`src/rtl/iowin_pkg.sv`:
```
package iowin_pkg;

  // controller phases of one bridged access
  typedef enum logic [1:0] {
    ST_IDLE  = 2'd0,
    ST_ISSUE = 2'd1,
    ST_RESP  = 2'd2
  } iowin_state_e;

  // access size encoding shared by both sides
  localparam int unsigned SIZE_W = 2;
  localparam logic [SIZE_W-1:0] SZ_BYTE = 2'd0;
  localparam logic [SIZE_W-1:0] SZ_HALF = 2'd1;
  localparam logic [SIZE_W-1:0] SZ_WORD = 2'd2;

endpackage

```
`src/rtl/iowin_decode.sv`:
```
module iowin_decode #(
  parameter int unsigned       ADDR_W        = 32,
  parameter int unsigned       PORT_W        = 16,
  parameter int unsigned       WIN_LOG2      = 23,
  parameter logic [ADDR_W-1:0] WIN_BASE      = 32'h8000_0000,
  parameter int unsigned       SPARSE_LO_W   = 5,
  parameter int unsigned       SPARSE_HI_LSB = 12,
  parameter bit                SPARSE_EN     = 1'b1
) (
  input  logic [ADDR_W-1:0] addr,
  input  logic              sparse,
  output logic              hit,
  output logic [PORT_W-1:0] xaddr
);

  localparam int unsigned SPARSE_HI_W = PORT_W - SPARSE_LO_W;

  logic [PORT_W-1:0] contig_addr;
  logic [PORT_W-1:0] sparse_addr;

  // window is power-of-two sized and aligned: compare upper bits only
  assign hit         = (addr[ADDR_W-1:WIN_LOG2] == WIN_BASE[ADDR_W-1:WIN_LOG2]);
  assign contig_addr = addr[PORT_W-1:0];

  generate
    if (SPARSE_EN) begin : g_sparse
      // page bits land above the in-page port bits
      assign sparse_addr = {addr[SPARSE_HI_LSB +: SPARSE_HI_W], addr[SPARSE_LO_W-1:0]};
    end else begin : g_flat
      assign sparse_addr = contig_addr;
    end
  endgenerate

  assign xaddr = sparse ? sparse_addr : contig_addr;

endmodule

```
`src/rtl/iowin_ctrl.sv`:
```
module iowin_ctrl
  import iowin_pkg::*;
(
  input  logic clk,
  input  logic rst_n,
  input  logic cpu_req,
  input  logic hit,
  input  logic port_ack,
  output logic load_en,
  output logic cap_en,
  output logic port_req,
  output logic cpu_ack
);

  iowin_state_e state_q;
  iowin_state_e state_d;

  always_comb begin
    state_d = state_q;
    load_en = 1'b0;
    cap_en  = 1'b0;
    unique case (state_q)
      ST_IDLE: begin
        if (cpu_req && hit) begin
          load_en = 1'b1;
          state_d = ST_ISSUE;
        end
      end
      ST_ISSUE: begin
        if (port_ack) begin
          cap_en  = 1'b1;
          state_d = ST_RESP;
        end
      end
      ST_RESP: state_d = ST_IDLE;
      default: state_d = ST_IDLE;
    endcase
  end

  always_ff @(posedge clk or negedge rst_n) begin
    if (!rst_n) state_q <= ST_IDLE;
    else        state_q <= state_d;
  end

  assign port_req = (state_q == ST_ISSUE);
  assign cpu_ack  = (state_q == ST_RESP);

  AST_RESET_QUIET: assert property (@(posedge clk) $rose(rst_n) |-> !port_req && !cpu_ack);
  AST_HIT_STARTS: assert property (@(posedge clk) disable iff (!rst_n)
    (state_q == ST_IDLE && cpu_req && hit) |=> port_req);
  AST_MISS_NO_CYCLE: assert property (@(posedge clk) disable iff (!rst_n)
    (state_q == ST_IDLE && cpu_req && !hit) |=> !port_req && !cpu_ack);
  AST_ACK_PULSE: assert property (@(posedge clk) disable iff (!rst_n)
    cpu_ack |=> !cpu_ack && !port_req);
  AST_ACK_FOLLOWS_PORT: assert property (@(posedge clk) disable iff (!rst_n)
    cpu_ack |-> $past(port_req && port_ack));
  AST_BUSY_NO_RESTART: assert property (@(posedge clk) disable iff (!rst_n)
    cpu_ack |=> !port_req);

endmodule

```
`src/rtl/iowin_hold.sv`:
```
module iowin_hold #(
  parameter int unsigned DATA_W = 32,
  parameter int unsigned PORT_W = 16,
  parameter int unsigned SIZE_W = 2
) (
  input  logic              clk,
  input  logic              rst_n,
  input  logic              load_en,
  input  logic [PORT_W-1:0] addr_in,
  input  logic              we_in,
  input  logic [SIZE_W-1:0] size_in,
  input  logic [DATA_W-1:0] wdata_in,
  input  logic              cap_en,
  input  logic [DATA_W-1:0] rdata_in,
  output logic [PORT_W-1:0] addr_q,
  output logic              we_q,
  output logic [SIZE_W-1:0] size_q,
  output logic [DATA_W-1:0] wdata_q,
  output logic [DATA_W-1:0] rdata_q
);

  logic rd_cap;
  assign rd_cap = cap_en && !we_q;

  always_ff @(posedge clk or negedge rst_n) begin
    if (!rst_n) begin
      addr_q  <= '0;
      we_q    <= 1'b0;
      size_q  <= '0;
      wdata_q <= '0;
    end else if (load_en) begin
      addr_q  <= addr_in;
      we_q    <= we_in;
      size_q  <= size_in;
      wdata_q <= wdata_in;
    end
  end

  always_ff @(posedge clk or negedge rst_n) begin
    if (!rst_n)      rdata_q <= '0;
    else if (rd_cap) rdata_q <= rdata_in;
  end

endmodule

```
`src/rtl/iowin_xlate.sv`:
```
module iowin_xlate
  import iowin_pkg::*;
#(
  parameter int unsigned       ADDR_W        = 32,
  parameter int unsigned       DATA_W        = 32,
  parameter int unsigned       PORT_W        = 16,
  parameter int unsigned       WIN_LOG2      = 23,
  parameter logic [ADDR_W-1:0] WIN_BASE      = 32'h8000_0000,
  parameter int unsigned       SPARSE_LO_W   = 5,
  parameter int unsigned       SPARSE_HI_LSB = 12
) (
  input  logic              clk,
  input  logic              rst_n,
  input  logic              map_sparse,
  input  logic              cpu_req,
  input  logic              cpu_we,
  input  logic [SIZE_W-1:0] cpu_size,
  input  logic [ADDR_W-1:0] cpu_addr,
  input  logic [DATA_W-1:0] cpu_wdata,
  output logic              cpu_ack,
  output logic [DATA_W-1:0] cpu_rdata,
  output logic              port_req,
  output logic              port_we,
  output logic [SIZE_W-1:0] port_size,
  output logic [PORT_W-1:0] port_addr,
  output logic [DATA_W-1:0] port_wdata,
  input  logic              port_ack,
  input  logic [DATA_W-1:0] port_rdata
);

  logic              win_hit;
  logic [PORT_W-1:0] xaddr;
  logic              load_en;
  logic              cap_en;

  iowin_decode #(
    .ADDR_W(ADDR_W), .PORT_W(PORT_W), .WIN_LOG2(WIN_LOG2), .WIN_BASE(WIN_BASE),
    .SPARSE_LO_W(SPARSE_LO_W), .SPARSE_HI_LSB(SPARSE_HI_LSB), .SPARSE_EN(1'b1)
  ) u_decode (
    .addr  (cpu_addr),
    .sparse(map_sparse),
    .hit   (win_hit),
    .xaddr (xaddr)
  );

  iowin_ctrl u_ctrl (
    .clk     (clk),
    .rst_n   (rst_n),
    .cpu_req (cpu_req),
    .hit     (win_hit),
    .port_ack(port_ack),
    .load_en (load_en),
    .cap_en  (cap_en),
    .port_req(port_req),
    .cpu_ack (cpu_ack)
  );

  iowin_hold #(.DATA_W(DATA_W), .PORT_W(PORT_W), .SIZE_W(SIZE_W)) u_hold (
    .clk     (clk),
    .rst_n   (rst_n),
    .load_en (load_en),
    .addr_in (xaddr),
    .we_in   (cpu_we),
    .size_in (cpu_size),
    .wdata_in(cpu_wdata),
    .cap_en  (cap_en),
    .rdata_in(port_rdata),
    .addr_q  (port_addr),
    .we_q    (port_we),
    .size_q  (port_size),
    .wdata_q (port_wdata),
    .rdata_q (cpu_rdata)
  );

  AST_HOLD_STABLE: assert property (@(posedge clk) disable iff (!rst_n)
    (port_req && !port_ack) |=> port_req && $stable(port_addr) && $stable(port_size)
                                && $stable(port_we) && $stable(port_wdata));
  AST_RDATA_CAPTURE: assert property (@(posedge clk) disable iff (!rst_n)
    (cpu_ack && !port_we) |-> cpu_rdata == $past(port_rdata));
  AST_FIELDS_FROM_STROBE: assert property (@(posedge clk) disable iff (!rst_n)
    (!port_req && !cpu_ack && cpu_req && win_hit) |=>
      port_we == $past(cpu_we) && port_size == $past(cpu_size)
      && port_wdata == $past(cpu_wdata));

endmodule

```
`config.mk`:
```
export PLATFORM = sky130hd
export DESIGN_NAME = iowin_xlate
export DESIGN_NICKNAME = d
export VERILOG_FILES = /design/src/rtl/iowin_pkg.sv /design/src/rtl/iowin_decode.sv /design/src/rtl/iowin_ctrl.sv /design/src/rtl/iowin_hold.sv /design/src/rtl/iowin_xlate.sv
export SDC_FILE = /design/constraint.sdc
export NUM_CORES = 1
export LEC_CHECK = 0
export BUFFER_PORTS_ARGS = -buffer_cell sky130_fd_sc_hd__buf_4
export CAP_MARGIN = 20
export CORE_MARGIN = 1
export CORE_UTILIZATION = 42
export CTS_CLUSTER_DIAMETER = 100
export DETAILED_ROUTE_END_ITERATION = 7
export PLACE_DENSITY = 0.73
export REMOVE_ABC_BUFFERS = 1
export SYNTH_ARGS = -nofsm -noshare
export SYNTH_HDL_FRONTEND = slang
export SYNTH_SLANG_ARGS = --single-unit
export TNS_END_PERCENT = 10
```
`constraint.sdc`:
```
create_clock -name clk -period 1.7 [get_ports clk]
set_input_delay 0.255 -clock clk [delete_from_list [all_inputs] [get_ports clk]]
set_output_delay 0.255 -clock clk [all_outputs]
set_load 0.05 [all_outputs]
```
Word-level counts from Yosys, hierarchy flattened
Index checks and enable logic that the tools add are counted.
{"block": "op_classes", "eq_ne": 5, "n_mux": 8, "n_reduce_logical": 5}
{"operator": "2-to-1 mux 16 bit", "n": 1}
{"operator": "== test 9 bit (second input constant)", "n": 1}
{"operator": "2-to-1 mux 1 bit", "n": 4}
{"operator": "2-to-1 mux 2 bit", "n": 2}
{"operator": "!= test 2 x 1 -> 1 bit (second input constant)", "n": 2}
{"operator": "one-hot mux 2 bit (2 select lines)", "n": 1}
{"operator": "== test 2 x 1 -> 1 bit (second input constant)", "n": 1}
{"operator": "== test 2 bit (second input constant)", "n": 1}
{"operator": "logical AND 1 bit", "n": 2}
{"operator": "zero test 2 bit", "n": 1}
{"operator": "AND reduction 2 bit", "n": 1}
{"operator": "zero test 1 bit", "n": 1}
{"block": "word_totals", "reg_bits": 85, "input_bits": 104, "out_inout_bits": 85, "word_cells": 24}

Logic depth before layout (Yosys ltp)
Gate-level depths: netlist of run 1.
{"block": "depth", "depth_word": 4, "mapped_depth": 5, "depth_no_buf": 3}

Hierarchy
Synthesis of run 1 repeated with hierarchy kept, for this count alone.
{"block": "unflattened", "hier_cells": 207, "hier_area_um2": 3568.4}
{"mod": "iowin_hold", "instances": 1, "cells_per_inst": 177, "area_per_inst_um2": 3231.8, "seq_area_each_um2": 2077.0}
{"mod": "iowin_decode", "instances": 1, "cells_per_inst": 20, "area_per_inst_um2": 231.5, "seq_area_each_um2": 0.0}
{"mod": "iowin_ctrl", "instances": 1, "cells_per_inst": 10, "area_per_inst_um2": 105.1, "seq_area_each_um2": 50.0}

Worst setup path after synthesis of run 1
No wires, ideal clock.
{"block": "synth_path", "path_type": "register to register", "from": "reg u_ctrl.state_q[1]", "to": "reg u_hold.addr_q[0]", "setup_time_ns": 0.125, "arrival_time_ns": 1.361, "t_required_ns": 1.575, "slack_ns": 0.214, "stages_incl_launch_ff": 5, "period_less_slack_ns": 1.486, "path_cell_list": "dfrtp_1 -> nor4_2 -> nand3_2 -> buf_6 -> mux2_4"}
{"block": "synth_between", "elab_chain_cells": 2}
{"item": "from (decl)", "line_no": "iowin_ctrl.sv:15", "rtl": "iowin_state_e state_q;"}
{"item": "from (signal assigned)", "line_no": "iowin_ctrl.sv:42", "rtl": "else state_q <= state_d;"}
{"item": "zero test 2 bit", "line_no": "iowin_ctrl.sv:22", "rtl": "unique case (state_q)"}
{"item": "2-to-1 mux 1 bit", "line_no": "iowin_ctrl.sv:22"}
{"item": "to (signal assigned)", "line_no": "iowin_hold.sv:32", "rtl": "addr_q <= addr_in;"}
{"item": "to (decl)", "line_no": "iowin_hold.sv:15", "rtl": "output logic [PORT_W-1:0] addr_q,"}
No other way between the ends.
A chain may end at the register's enable or synchronous reset.

Worst setup path after layout of run 1
{"block": "layout_path", "from": "reg u_ctrl.state_q[0]", "to": "reg u_hold.addr_q[11]"}
The elaborated chain is that of the path after synthesis.

==> results by group, run 1 <==
Logic synthesis
  – Instance count of the mapped netlist: 199
  – Count of flip-flops with a built-in enable after synthesis: 0
  – Commonest cells in the netlist: 85 x dfrtp_1, 49 x mux2_4, 24 x mux2_1
  – Proportion of synthesized flip-flops having asynchronous set or reset: 100.0%
  – Total number of yosys warnings: 0
  – Synth Cell Area: 3546 um2
  – Sequential fraction of the synthesis area: 59.99%
  – Count of different cell masters after synthesis: 16
  – Most used standard cell by instance count after synthesis: dfrtp_1
  – Syn avg cell area: 17.82 um2
  – Flip-flop cell with the highest count after synthesis: dfrtp_1
  – Cell taking the most area after synthesis: dfrtp_1
  – Biggest area contributors in the synthesized netlist: dfrtp_1 60%, mux2_4 21%, mux2_1 7.6%
  – Area share of the leading cell type in the synthesized netlist: 59.99%
  – Yosys reg bits: 85

Floorplan
  – Die height: 93.89 um
  – Core box area: 8175 um2
  – Effective utilization at floorplan: 43.37%
  – Row count: 33
  – Top-Level Pins: 189
  – Die area: 8814 um2
  – Chip width: 93.89 um

Drt
  – Routed Antenna Nets: 0
  – Routed len/inst: 15.10 um
  – Violation count after the first detailed-routing iteration: 26
  – Detailed-router iteration count before antenna repair: 3
  – Total length of routed wires: 7.597 mm
  – DRC errors left: 0
  – Total vias in the final route: 2356
  – Post-detailed-route via-to-cell ratio: 4.684

Global routing
  – Total routing usage reported by global routing: 17.27%
  – Met2 track demand over resource: 24.64%
  – Most Crowded Layer GR: met2
  – Global routing usage on met3: 5.825%
  – GRT overflow: 0
  – Wire length of the first global-routing pass: 11.37 mm
  – Vias in the first global route: 2305
  – Antenna violations before repair: 0
  – Largest net degree at the start of global routing: 40
  – Met1 Use GR: 23.33%

STA
  – Slew @ Worst Pin: 0.3388 ns
  – Max-slew violation count: 0
  – Post-route minimum period: 1.637 ns
  – Tcrit/Tclk final: 96.29%
  – Maximum clock skew at final layout: 0.009115 ns
  – Slew headroom: 77.22%
  – Max frequency: 610.9 MHz
  – Hold_ws: 0.1334 ns
  – Count of endpoints failing hold in the final timing report: 0
  – Final setup vio count: 0
  – Unrepaired setup endpoints after global routing: false
  – Setup ws final: 0.06311 ns

Finish
  – Number of nets in the layout: 498
  – Number of diodes added for antenna fixing: 0
  – Area of all placed cells without fillers: 5299 um2
  – Multi-input combinational cell area: 1338 um2
  – Reg area: 2127 um2
  – Filler cells: 618
  – Share of cells above drive strength 1: 70.85%
  – Signed area change from the synthesized netlist to the final layout: 49.44%

Setup path
  – Number of buffers and inverters on the critical path: 1
  – Cell-by-cell trace of the critical path: nor4_2 -> nand3_4 -> buf_12 -> mux2_4
  – R2r worst-path depth: 4
  – Dominant delay contributor by cell family on the critical path: simple AND/OR/NAND/NOR gates
  – Minimum setup slack among reg-to-reg paths: 0.06 ns
  – Worst Setup Start Kind: flip-flop
  – Arrival time reported for the critical path endpoint: 1.85 ns
  – Critical Path Sink Type: flip-flop
  – Cell count along the critical path: 4
  – Delay contributed by the slowest stage of the critical path: 0.42 ns
  – Class of the most critical setup path: reg2reg
  – Reg2reg end: u_hold.addr_q[11]$_DFFE_PN0P_
  – Critical Path Slowest Stage Cell: dfrtp_1
  – Worst reg2reg startpoint: u_ctrl.state_q[0]$_DFFE_PN0P_
  – Data required time at the worst endpoint: 1.92 ns
  – Critical-path maximum fanout: 31

CTS
  – Number of buffers on the longest clock path: 2
  – TritonCTS clock tree: yes
  – Count of H-tree levels built during CTS: 3
  – Clock latency reported for the late side of the worst-skew pair: 0.34 ns
  – Clock root cell: clkbuf_8
  – Total number of clock tree sinks: 85
  – Clk pin slew, worst setup/hold paths: 0.08 ns
  – Number of buffers added by the clock tree synthesis step: 9

Worst hold path
  – Worst Hold Launch: port_rdata[4]
  – Type of the most critical hold path: in2reg
  – Depth of the worst hold-timing path: 2
  – Hold Path Sink: u_hold.rdata_q[4]$_DFFE_PN0P_

Placement
  – Final estimated routing congestion in global placement: 0.7671
  – DP Wirelength: 5.763 mm
  – Minimum setup slack after placement: 0.07785 ns
  – Dpl cell area: 5099 um2
  – Number of input and output port buffers inserted: 188

Pwr
  – Leakage: 0.002989 uW
  – PD cells: 834.7 nW/um2
  – Overall power of the completed layout: 4423 uW
  – Maximum VDD drop: 0.3595 mV

Flow run
  – Number of max-capacitance violations reported: 0

Outcome
  – Status: finished, final reports clean
==> registers in the layout, indices dropped and copies added, names as in the netlist <==
name,flops
u_hold.rdata_q,32
u_hold.wdata_q,32
u_hold.addr_q,16
u_ctrl.state_q,2
u_hold.size_q,2
u_hold.we_q,1
==> logic make-up after synthesis <==
| kind of cell | Yosys count | synth area share [%] |
|---|---|---|
| muxes | 94 | 35.04 |
| DFF | 85 | 59.99 |
| AOI/OAI and AO/OA | 1 | 0.1410 |
| and+or+nand+nor | 8 | 2.258 |
| buffers and inverters | 11 | 2.575 |
==> metal layers <==
metal	share of wire, %	wire length, um	up-vias
met5	0	0	-
met4	2.2	170	0
met3	11	842	13
met2	42	3224	142
met1	44	3359	1103
li1	-	-	1098
==> area by class of cell <==
type | count | area share (%)
tap | 105 | 2.479
sequential | 85 | 40.14
timing repair buffer | 194 | 28.48
clock buffer | 11 | 2.668
multi-input combinational | 103 | 25.24
clock inverter | 4 | 0.9209
inverter | 1 | 0.07084
==> timing repair <==
action | CTS | global route
endpoints found under the hold margin | 21 | 0
hold buffers | 1 | 0
gates resized for setup | 0 | 0
buffers inserted | 0 | 0
==> cells in the final DEF (no fill, tap or decap) <==
| master | netlist | final |
|---|---|---|
| and3b_1 | 1 | 1 |
| buf_12 | 0 | 4 |
| buf_4 | 3 | 189 |
| bufinv_16 | 0 | 1 |
| clkbuf_1 | 1 | 1 |
| clkbuf_8 | 0 | 10 |
| clkinv_2 | 0 | 2 |
| clkinv_4 | 0 | 1 |
| dfrtp_1 | 85 | 85 |
| dlygate4sd3_1 | 0 | 1 |
| inv_1 | 1 | 1 |
| mux2_1 | 24 | 24 |
| mux2_2 | 21 | 21 |
| mux2_4 | 49 | 49 |
| nand2b_1 | 1 | 1 |
| nand3_4 | 0 | 1 |
| nor2b_1 | 2 | 1 |
| nor2b_2 | 0 | 1 |
| nor4_2 | 1 | 1 |
| nor4b_2 | 2 | 2 |
| o21ai_0 | 1 | 1 |
==> stage by stage <==
step	TNS [ns]	cells	utilization, %
after global routing	0	503	64.81
after global placement	0	487	62.37
after CTS	0	503	64.81
after detailed placement	0	487	62.37
after floorplan	-74.28	189	-
final	0	503	64.81
==> report_power, final <==
part / switching [uW] / leakage (uW) / internal (uW)
logic: 502 / 0.00173 / 378
registers: 49.6 / 0.00116 / 2120
clock network: 667 / 0.0000992 / 710
total: 1220 / 0.00299 / 3200
==> worst max path at each step <==
stage               slack [ns]                           from                             end
floorplan                -0.97        u_hold.we_q$_DFFE_PN0P_  u_hold.rdata_q[14]$_DFFE_PN0P_
global placement          0.10  u_ctrl.state_q[1]$_DFFE_PN0P_   u_hold.addr_q[10]$_DFFE_PN0P_
detailed placement        0.08  u_ctrl.state_q[1]$_DFFE_PN0P_   u_hold.wdata_q[2]$_DFFE_PN0P_
CTS                       0.05  u_ctrl.state_q[1]$_DFFE_PN0P_   u_hold.wdata_q[3]$_DFFE_PN0P_
global route             0.003  u_ctrl.state_q[0]$_DFFE_PN0P_   u_hold.addr_q[11]$_DFFE_PN0P_
finish                    0.06  u_ctrl.state_q[0]$_DFFE_PN0P_   u_hold.addr_q[11]$_DFFE_PN0P_
Note: power is estimated with default switching activity, not from simulation.
==> run 2: changes to the inputs <==
BUFFER_PORTS_ARGS = default   (was -buffer_cell sky130_fd_sc_hd__buf_4)
DONT_BUFFER_PORTS = 1   (was default)
PLACE_DENSITY = 0.53   (was 0.73)
==> run 2 against run 1 <==
Effect of this change:
- the flow now finishes with violations (negative hold slack)
- first-iteration DRC count is 85% higher
- highest routed layer unchanged
- die area stayed put
- register-to-register slack better by 0.05 ns
- worst hold slack worse by 0.54 ns
- sequential cell count stayed put
- sequential share of layout area is 15 points higher
- clock power is 3% higher
- cell area is 27% lower
- combinational power is 84% lower
- sequential power is 16% higher
- cell count is 37% lower
==> results by group, run 2 (synthesis gave the netlist of run 1 again) <==
CTS
  – Clk pin slew, worst setup/hold paths: 0.09 ns (about the same)
  – Count of H-tree levels built during CTS: 3 (unchanged)
  – Number of buffers on the longest clock path: 2 (unchanged)
  – Total number of clock tree sinks: 85 (unchanged)
  – TritonCTS clock tree: yes
  – Clock root cell: clkbuf_8
  – Number of buffers added by the clock tree synthesis step: 9 (unchanged)
  – Hold-fix buffers, CTS: 1 (unchanged)
  – Clock latency reported for the late side of the worst-skew pair: 0.35 ns (about the same)

STA
  – Final setup vio count: 0 (unchanged)
  – Hold_ws: -0.4088 ns (-0.5422 ns)
  – Post-route minimum period: 1.591 ns (-0.04577 ns)
  – Count of endpoints failing hold in the final timing report: 85 (+85)
  – Slew headroom: 65.64% (-12 points)
  – Unrepaired setup endpoints after global routing: false
  – Tcrit/Tclk final: 93.60% (-2.7 points)
  – Summed negative setup slack over all endpoints: 0 ns (unchanged)
  – Slew @ Worst Pin: 0.5154 ns (+0.1765 ns)
  – Max-slew violation count: 0 (unchanged)
  – Setup ws final: 0.1089 ns (+0.04577 ns)
  – Max frequency: 628.5 MHz (+2.9%)
  – Maximum clock skew at final layout: 0.01203 ns (+0.002920 ns)

Placement
  – Final estimated routing congestion in global placement: 0.7396 (-3.6%)
  – DP Wirelength: 4.404 mm (-24%)
  – Minimum setup slack after placement: 0.09700 ns (+0.01915 ns)
  – Number of input and output port buffers inserted: 0 (-100%)
  – Dpl cell area: 3655 um2 (-28%)

Drt
  – Detailed-router iteration count before antenna repair: 6 (+3)
  – Total vias in the final route: 1660 (-30%)
  – Routed Antenna Nets: 0 (unchanged)
  – DRC errors left: 0 (unchanged)
  – Violation count after the first detailed-routing iteration: 48 (+85%)
  – Routed len/inst: 19.46 um (+29%)
  – Post-detailed-route via-to-cell ratio: 5.270 (+13%)
  – Total length of routed wires: 6.131 mm (-19%)

Pwr
  – Maximum VDD drop: 0.4232 mV (+18%)
  – PD cells: 1054 nW/um2 (+26%)
  – Leakage: 0.002021 uW (-32%)

Finish
  – Share of cells above drive strength 1: 44.76% (-26 points)
  – Leading cell type in the layout, fill and taps excluded: dfrtp_1
  – Commonest cells after routing, fill and taps aside: 85 x dfrtp_1, 49 x mux2_4, 24 x mux2_1
  – Largest regs: u_hold.rdata_q (32), u_hold.wdata_q (32), u_hold.addr_q (16)
  – Number of nets in the layout: 309 (-38%)
  – Filler cells: 699 (+13%)
  – Area of all placed cells without fillers: 3872 um2 (-27%)
  – Signed area change from the synthesized netlist to the final layout: 9.209%
  – Number of diodes added for antenna fixing: 0 (unchanged)

Floorplan
  – Die area: 8814 um2 (unchanged)
  – Die height: 93.89 um (unchanged)
  – Core box area: 8175 um2 (unchanged)
  – Effective utilization at floorplan: 43.37% (unchanged)
  – Chip width: 93.89 um (unchanged)
  – Top-Level Pins: 189 (unchanged)
  – Row count: 33 (unchanged)

Worst hold path
  – Type of the most critical hold path: in2async

Setup path
  – Number of buffers and inverters on the critical path: 1 (unchanged)
  – Arrival time reported for the critical path endpoint: 1.82 ns (-0.03 ns)
  – Dominant delay contributor by cell family on the critical path: simple AND/OR/NAND/NOR gates
  – Minimum setup slack among reg-to-reg paths: 0.11 ns (+0.05 ns)
  – Cell-by-cell trace of the critical path: nor4_4 -> nand3_4 -> buf_12 -> mux2_4
  – Critical Path Slowest Stage Cell: dfrtp_1
  – Worst reg2reg startpoint: u_ctrl.state_q[1]$_DFFE_PN0P_
  – Worst Setup Start Kind: flip-flop
  – Critical Path Sink Type: flip-flop
  – R2r worst-path depth: 4 (unchanged)
  – Delay contributed by the slowest stage of the critical path: 0.43 ns (about the same)
  – CP startpoint: u_ctrl.state_q[1]$_DFFE_PN0P_
  – Cell count along the critical path: 4 (unchanged)
  – End of the critical path: u_hold.wdata_q[17]$_DFFE_PN0P_
  – Data required time at the worst endpoint: 1.93 ns (about the same)
  – Critical-path maximum fanout: 52 (+68%)
  – Class of the most critical setup path: reg2reg
  – Reg2reg end: u_hold.wdata_q[17]$_DFFE_PN0P_

Global routing
  – Wire length of the first global-routing pass: 9.073 mm (-20%)
  – Antenna violations before repair: 0 (unchanged)
  – Total routing usage reported by global routing: 13.92% (-3.4 points)
  – GRT overflow: 0 (unchanged)
  – Largest net degree at the start of global routing: 86 (+110%)
  – Vias in the first global route: 1755 (-24%)

Outcome
  – Violated checks: negative hold slack
  – Status: complete, but fails checks

Flow run
  – Number of max-capacitance violations reported: 0 (unchanged)
[run 2: cell types whose count changed in the layout (fill, tap and decap cells not counted)]
cell	delta
buf_4	-187
buf_12	-2
clkinv_2	-2
clkinvlp_4	+2
inv_6	+2
clkbuf_8	-1
nor4_2	-1
nor4_4	+1
[run 2: metrics by stage]
step                      total power (uW)  util (%)  std cells
after global routing                  4273     47.37        315
after floorplan                       2668         -        189
after global placement                2698     44.70        298
after detailed placement              2707     44.70        298
final                                 4082     47.37        315
after CTS                             4153     47.26        315
[run 2: area by class of cell]
class	count	area (um2)	area share, %
well taps	105	131.4	3.393
repair buffers	5	65.06	1.680
multi-input cells	103	1346	34.77
inverters	1	3.754	0.09693
flip-flops and latches	85	2127	54.93
clock buffers	10	127.6	3.296
clock inverters	6	71.32	1.842
[run 2: metal layers]
layer | up-vias | track usage, % | routed length [um]
met1 | 822 | 16.50 | 2398
met3 | 8 | 6.715 | 666
li1 | 713 | - | -
met2 | 117 | 21.53 | 2986
met4 | 0 | 5.769 | 79
met5 | - | 0 | 0
[run 2: what timing repair did]
item,in CTS,in global routing
gates resized for setup,0,1
setup endpoints to repair,0,22
buffers inserted,0,0
hold endpoints to repair,86,85
[run 2: worst min-delay path by stage]
stage	from	end	slack, ns	cells past startpoint
finish	rst_n	u_hold.rdata_q[10]$_DFFE_PN0P_	-0.41	0
global placement	rst_n	u_hold.rdata_q[28]$_DFFE_PN0P_	-0.04	0
floorplan	rst_n	u_ctrl.state_q[0]$_DFFE_PN0P_	-0.04	0
global route	rst_n	u_hold.rdata_q[28]$_DFFE_PN0P_	-0.45	0
CTS	rst_n	u_hold.rdata_q[15]$_DFFE_PN0P_	-0.44	0
detailed placement	rst_n	u_hold.rdata_q[10]$_DFFE_PN0P_	-0.04	0
[run 2: power breakdown]
| group | leakage, uW | switching (uW) | internal [uW] |
|---|---|---|---|
| registers | 0.00116 | 413 | 2110 |
| logic | 0.000770 | 35.9 | 104 |
| clock network | 0.0000935 | 727 | 693 |
| total | 0.00202 | 1180 | 2910 |
==> run 3: changes to the inputs <==
CTS_BUF_LIST = sky130_fd_sc_hd__clkbuf_2   (was default)
SKIP_CTS_REPAIR_TIMING = 1   (was default)
==> run 3 against run 2 <==
Effect of this change:
- the run still ends with negative hold slack left
- clock skew is 0.011 ns higher
- global-route usage increased by 0.087 points
- clock-buffer cell count unchanged
- sequential cell count did not move
- first-iteration DRC count rose by 15%
- sequential power is essentially flat
- sequential share of layout area is 10 points lower
- routed wire length up 17%
- clock power down 25%
- non-clock buffer count up 94
==> results by group, run 3 (synthesis gave the netlist of run 1 again) <==
Finish
  – Area of all placed cells without fillers: 4740 um2 (+22%)
  – Largest regs: u_hold.rdata_q (32), u_hold.wdata_q (32), u_hold.addr_q (16)
  – Signed area change from the synthesized netlist to the final layout: 33.66%
  – Share of cells above drive strength 1: 32.24% (-13 points)
  – Leading cell type in the layout, fill and taps excluded: dlygate4sd3_1
  – Filler cells: 630 (-9.9%)
  – Commonest cells after routing, fill and taps aside: 95 x dlygate4sd3_1, 84 x dfrtp_1, 49 x mux2_4
  – Non-filler cells, final: 409 (+30%)
  – Number of diodes added for antenna fixing: 0 (unchanged)
  – Number of nets in the layout: 403 (+30%)

Setup path
  – Arrival time reported for the critical path endpoint: 2.09 ns (+0.27 ns)
  – Data required time at the worst endpoint: 2.13 ns (+0.20 ns)
  – Worst Setup Start Kind: flip-flop
  – Minimum setup slack among reg-to-reg paths: 0.05 ns (-0.06 ns)
  – R2r worst-path depth: 4 (unchanged)
  – Worst reg2reg startpoint: u_ctrl.state_q[1]$_DFFE_PN0P_
  – Cell-by-cell trace of the critical path: nor4_2 -> nand3_4 -> buf_12 -> mux2_4
  – Critical Path Slowest Stage Cell: dfrtp_1
  – Delay contributed by the slowest stage of the critical path: 0.47 ns (+0.04 ns)
  – Critical Path Sink Type: flip-flop
  – Reg2reg end: u_hold.addr_q[13]$_DFFE_PN0P_
  – Critical-path maximum fanout: 52 (unchanged)
  – Class of the most critical setup path: reg2reg

Pwr
  – Maximum VDD drop: 0.3540 mV (-16%)
  – Overall power of the completed layout: 3921 uW (-3.9%)
  – PD cells: 827.3 nW/um2 (-22%)
  – Leakage: 0.002377 uW (+18%)

Global routing
  – Vias in the first global route: 1733 (-1.3%)
  – Wire length of the first global-routing pass: 9.045 mm (-0.31%)
  – Antenna violations before repair: 0 (unchanged)
  – Total routing usage reported by global routing: 14.01% (+0.087 points)
  – Largest net degree at the start of global routing: 86 (unchanged)
  – GRT overflow: 0 (unchanged)

STA
  – Max-slew violation count: 0 (unchanged)
  – Unrepaired setup endpoints after global routing: true
  – Hold_ws: -0.6222 ns (-0.2134 ns)
  – Tcrit/Tclk final: 97.23% (+3.6 points)
  – Summed negative setup slack over all endpoints: 0 ns (unchanged)
  – Post-route minimum period: 1.653 ns (+0.06182 ns)
  – Max frequency: 605.0 MHz (-3.7%)
  – Final setup vio count: 0 (unchanged)
  – Maximum clock skew at final layout: 0.02312 ns (+0.01108 ns)
  – Slew @ Worst Pin: 0.5214 ns (+0.006042 ns)
  – Slew headroom: 65.24% (-0.40 points)
  – Count of endpoints failing hold in the final timing report: 85 (unchanged)
  – Setup ws final: 0.04706 ns (-0.06182 ns)

CTS
  – Number of buffers added by the clock tree synthesis step: 9 (unchanged)
  – Clock root cell: clkbuf_2
  – Total number of clock tree sinks: 85 (unchanged)
  – Count of H-tree levels built during CTS: 3 (unchanged)
  – Clock latency reported for the late side of the worst-skew pair: 0.52 ns (+0.17 ns)
  – Number of buffers on the longest clock path: 2 (unchanged)
  – Clk pin slew, worst setup/hold paths: 0.24 ns (+0.15 ns)
  – TritonCTS clock tree: yes

Floorplan
  – Core box area: 8175 um2 (unchanged)
  – Row count: 33 (unchanged)
  – Die area: 8814 um2 (unchanged)
  – Chip width: 93.89 um (unchanged)
  – Die height: 93.89 um (unchanged)
  – Effective utilization at floorplan: 43.37% (unchanged)
  – Top-Level Pins: 189 (unchanged)

Drt
  – Violation count after the first detailed-routing iteration: 55 (+15%)
  – Detailed-router iteration count before antenna repair: 2 (-4)
  – Routed Antenna Nets: 0 (unchanged)
  – Post-detailed-route via-to-cell ratio: 4.990 (-5.3%)
  – DRC errors left: 0 (unchanged)
  – Routed len/inst: 17.52 um (-10%)
  – Total length of routed wires: 7.167 mm (+17%)
  – Total vias in the final route: 2041 (+23%)

Placement
  – DP Wirelength: 4.404 mm (unchanged)
  – Minimum setup slack after placement: 0.09700 ns (unchanged)
  – Dpl cell area: 3655 um2 (unchanged)
  – Final estimated routing congestion in global placement: 0.7396 (unchanged)
  – Number of input and output port buffers inserted: 0 (unchanged)
  – Number of placed instances with taps included: 298 (unchanged)

Outcome
  – Status: complete, but fails checks
  – Violated checks: negative hold slack

Worst hold path
  – Type of the most critical hold path: in2async

Flow run
  – Number of max-capacitance violations reported: 0 (unchanged)
-- run 3: cell types whose count changed in the layout (fill, tap and decap cells not counted) --
| cell | before | now |
|---|---|---|
| clkbuf_1 | 1 | 0 |
| clkinvlp_4 | 2 | 3 |
| dfrtp_1 | 85 | 84 |
| nand2b_1 | 1 | 0 |
| dfrtp_2 | 0 | 1 |
| nor4_4 | 1 | 0 |
| nor4_2 | 0 | 1 |
| clkbuf_2 | 0 | 10 |
| clkbuf_8 | 9 | 0 |
| inv_1 | 1 | 0 |
| dlygate4sd3_1 | 1 | 95 |
| nand2b_4 | 0 | 1 |
-- run 3: where the power goes --
part | switching (uW) | internal [uW]
Clock | 705 | 358
Sequential | 416 | 2110
Combinational | 72.9 | 254
Total | 1190 | 2730
-- run 3: layout make-up --
class / count / area [um2] / area share, %
sequential: 85 / 2128 / 44.90
multi-input combinational: 103 / 1345 / 28.38
timing repair buffer: 99 / 1006 / 21.22
tap: 105 / 131.4 / 2.772
clock inverter: 6 / 71.32 / 1.505
clock buffer: 10 / 50.05 / 1.056
inverter: 1 / 7.507 / 0.1584
-- run 3: critical path: cells and delay by family (launching register included) --
family | cells | cell delay (ns)
buffers and inverters | 1 | 0.24
DFF | 1 | 0.47
muxes | 1 | 0.34
and+or+nand+nor | 2 | 0.48
-- run 3: routing by layer --
layer	global-route usage (%)	part of all wire [%]
met5	0	0
met4	7.308	1.7
met1	16.55	38
met2	21.41	52
met3	6.230	8.8
-- run 3: worst max-delay path by stage --
stage / start / end / slack [ns] / depth (start not counted)
6_report: u_ctrl.state_q[1]$_DFFE_PN0P_ / u_hold.addr_q[13]$_DFFE_PN0P_ / 0.05 / 4
5_1_grt: u_ctrl.state_q[1]$_DFFE_PN0P_ / port_req / -0.07 / 2
4_1_cts: u_ctrl.state_q[1]$_DFFE_PN0P_ / port_req / -0.1 / 2
3_5_place_dp: u_ctrl.state_q[1]$_DFFE_PN0P_ / u_hold.addr_q[8]$_DFFE_PN0P_ / 0.1 / 4
3_3_place_gp: u_ctrl.state_q[1]$_DFFE_PN0P_ / u_hold.addr_q[9]$_DFFE_PN0P_ / 0.13 / 4
2_1_floorplan: u_hold.we_q$_DFFE_PN0P_ / u_hold.rdata_q[14]$_DFFE_PN0P_ / -0.97 / 2
-- run 3: stage by stage --
| stage | hold slack, ns | utilization, % |
|---|---|---|
| after floorplan | -0.04059 | - |
| after global placement | -0.03879 | 44.70 |
| after detailed placement | -0.03887 | 44.70 |
| after CTS | -0.6928 | 46.19 |
| after global routing | -0.7170 | 57.97 |
| final | -0.6222 | 57.97 |
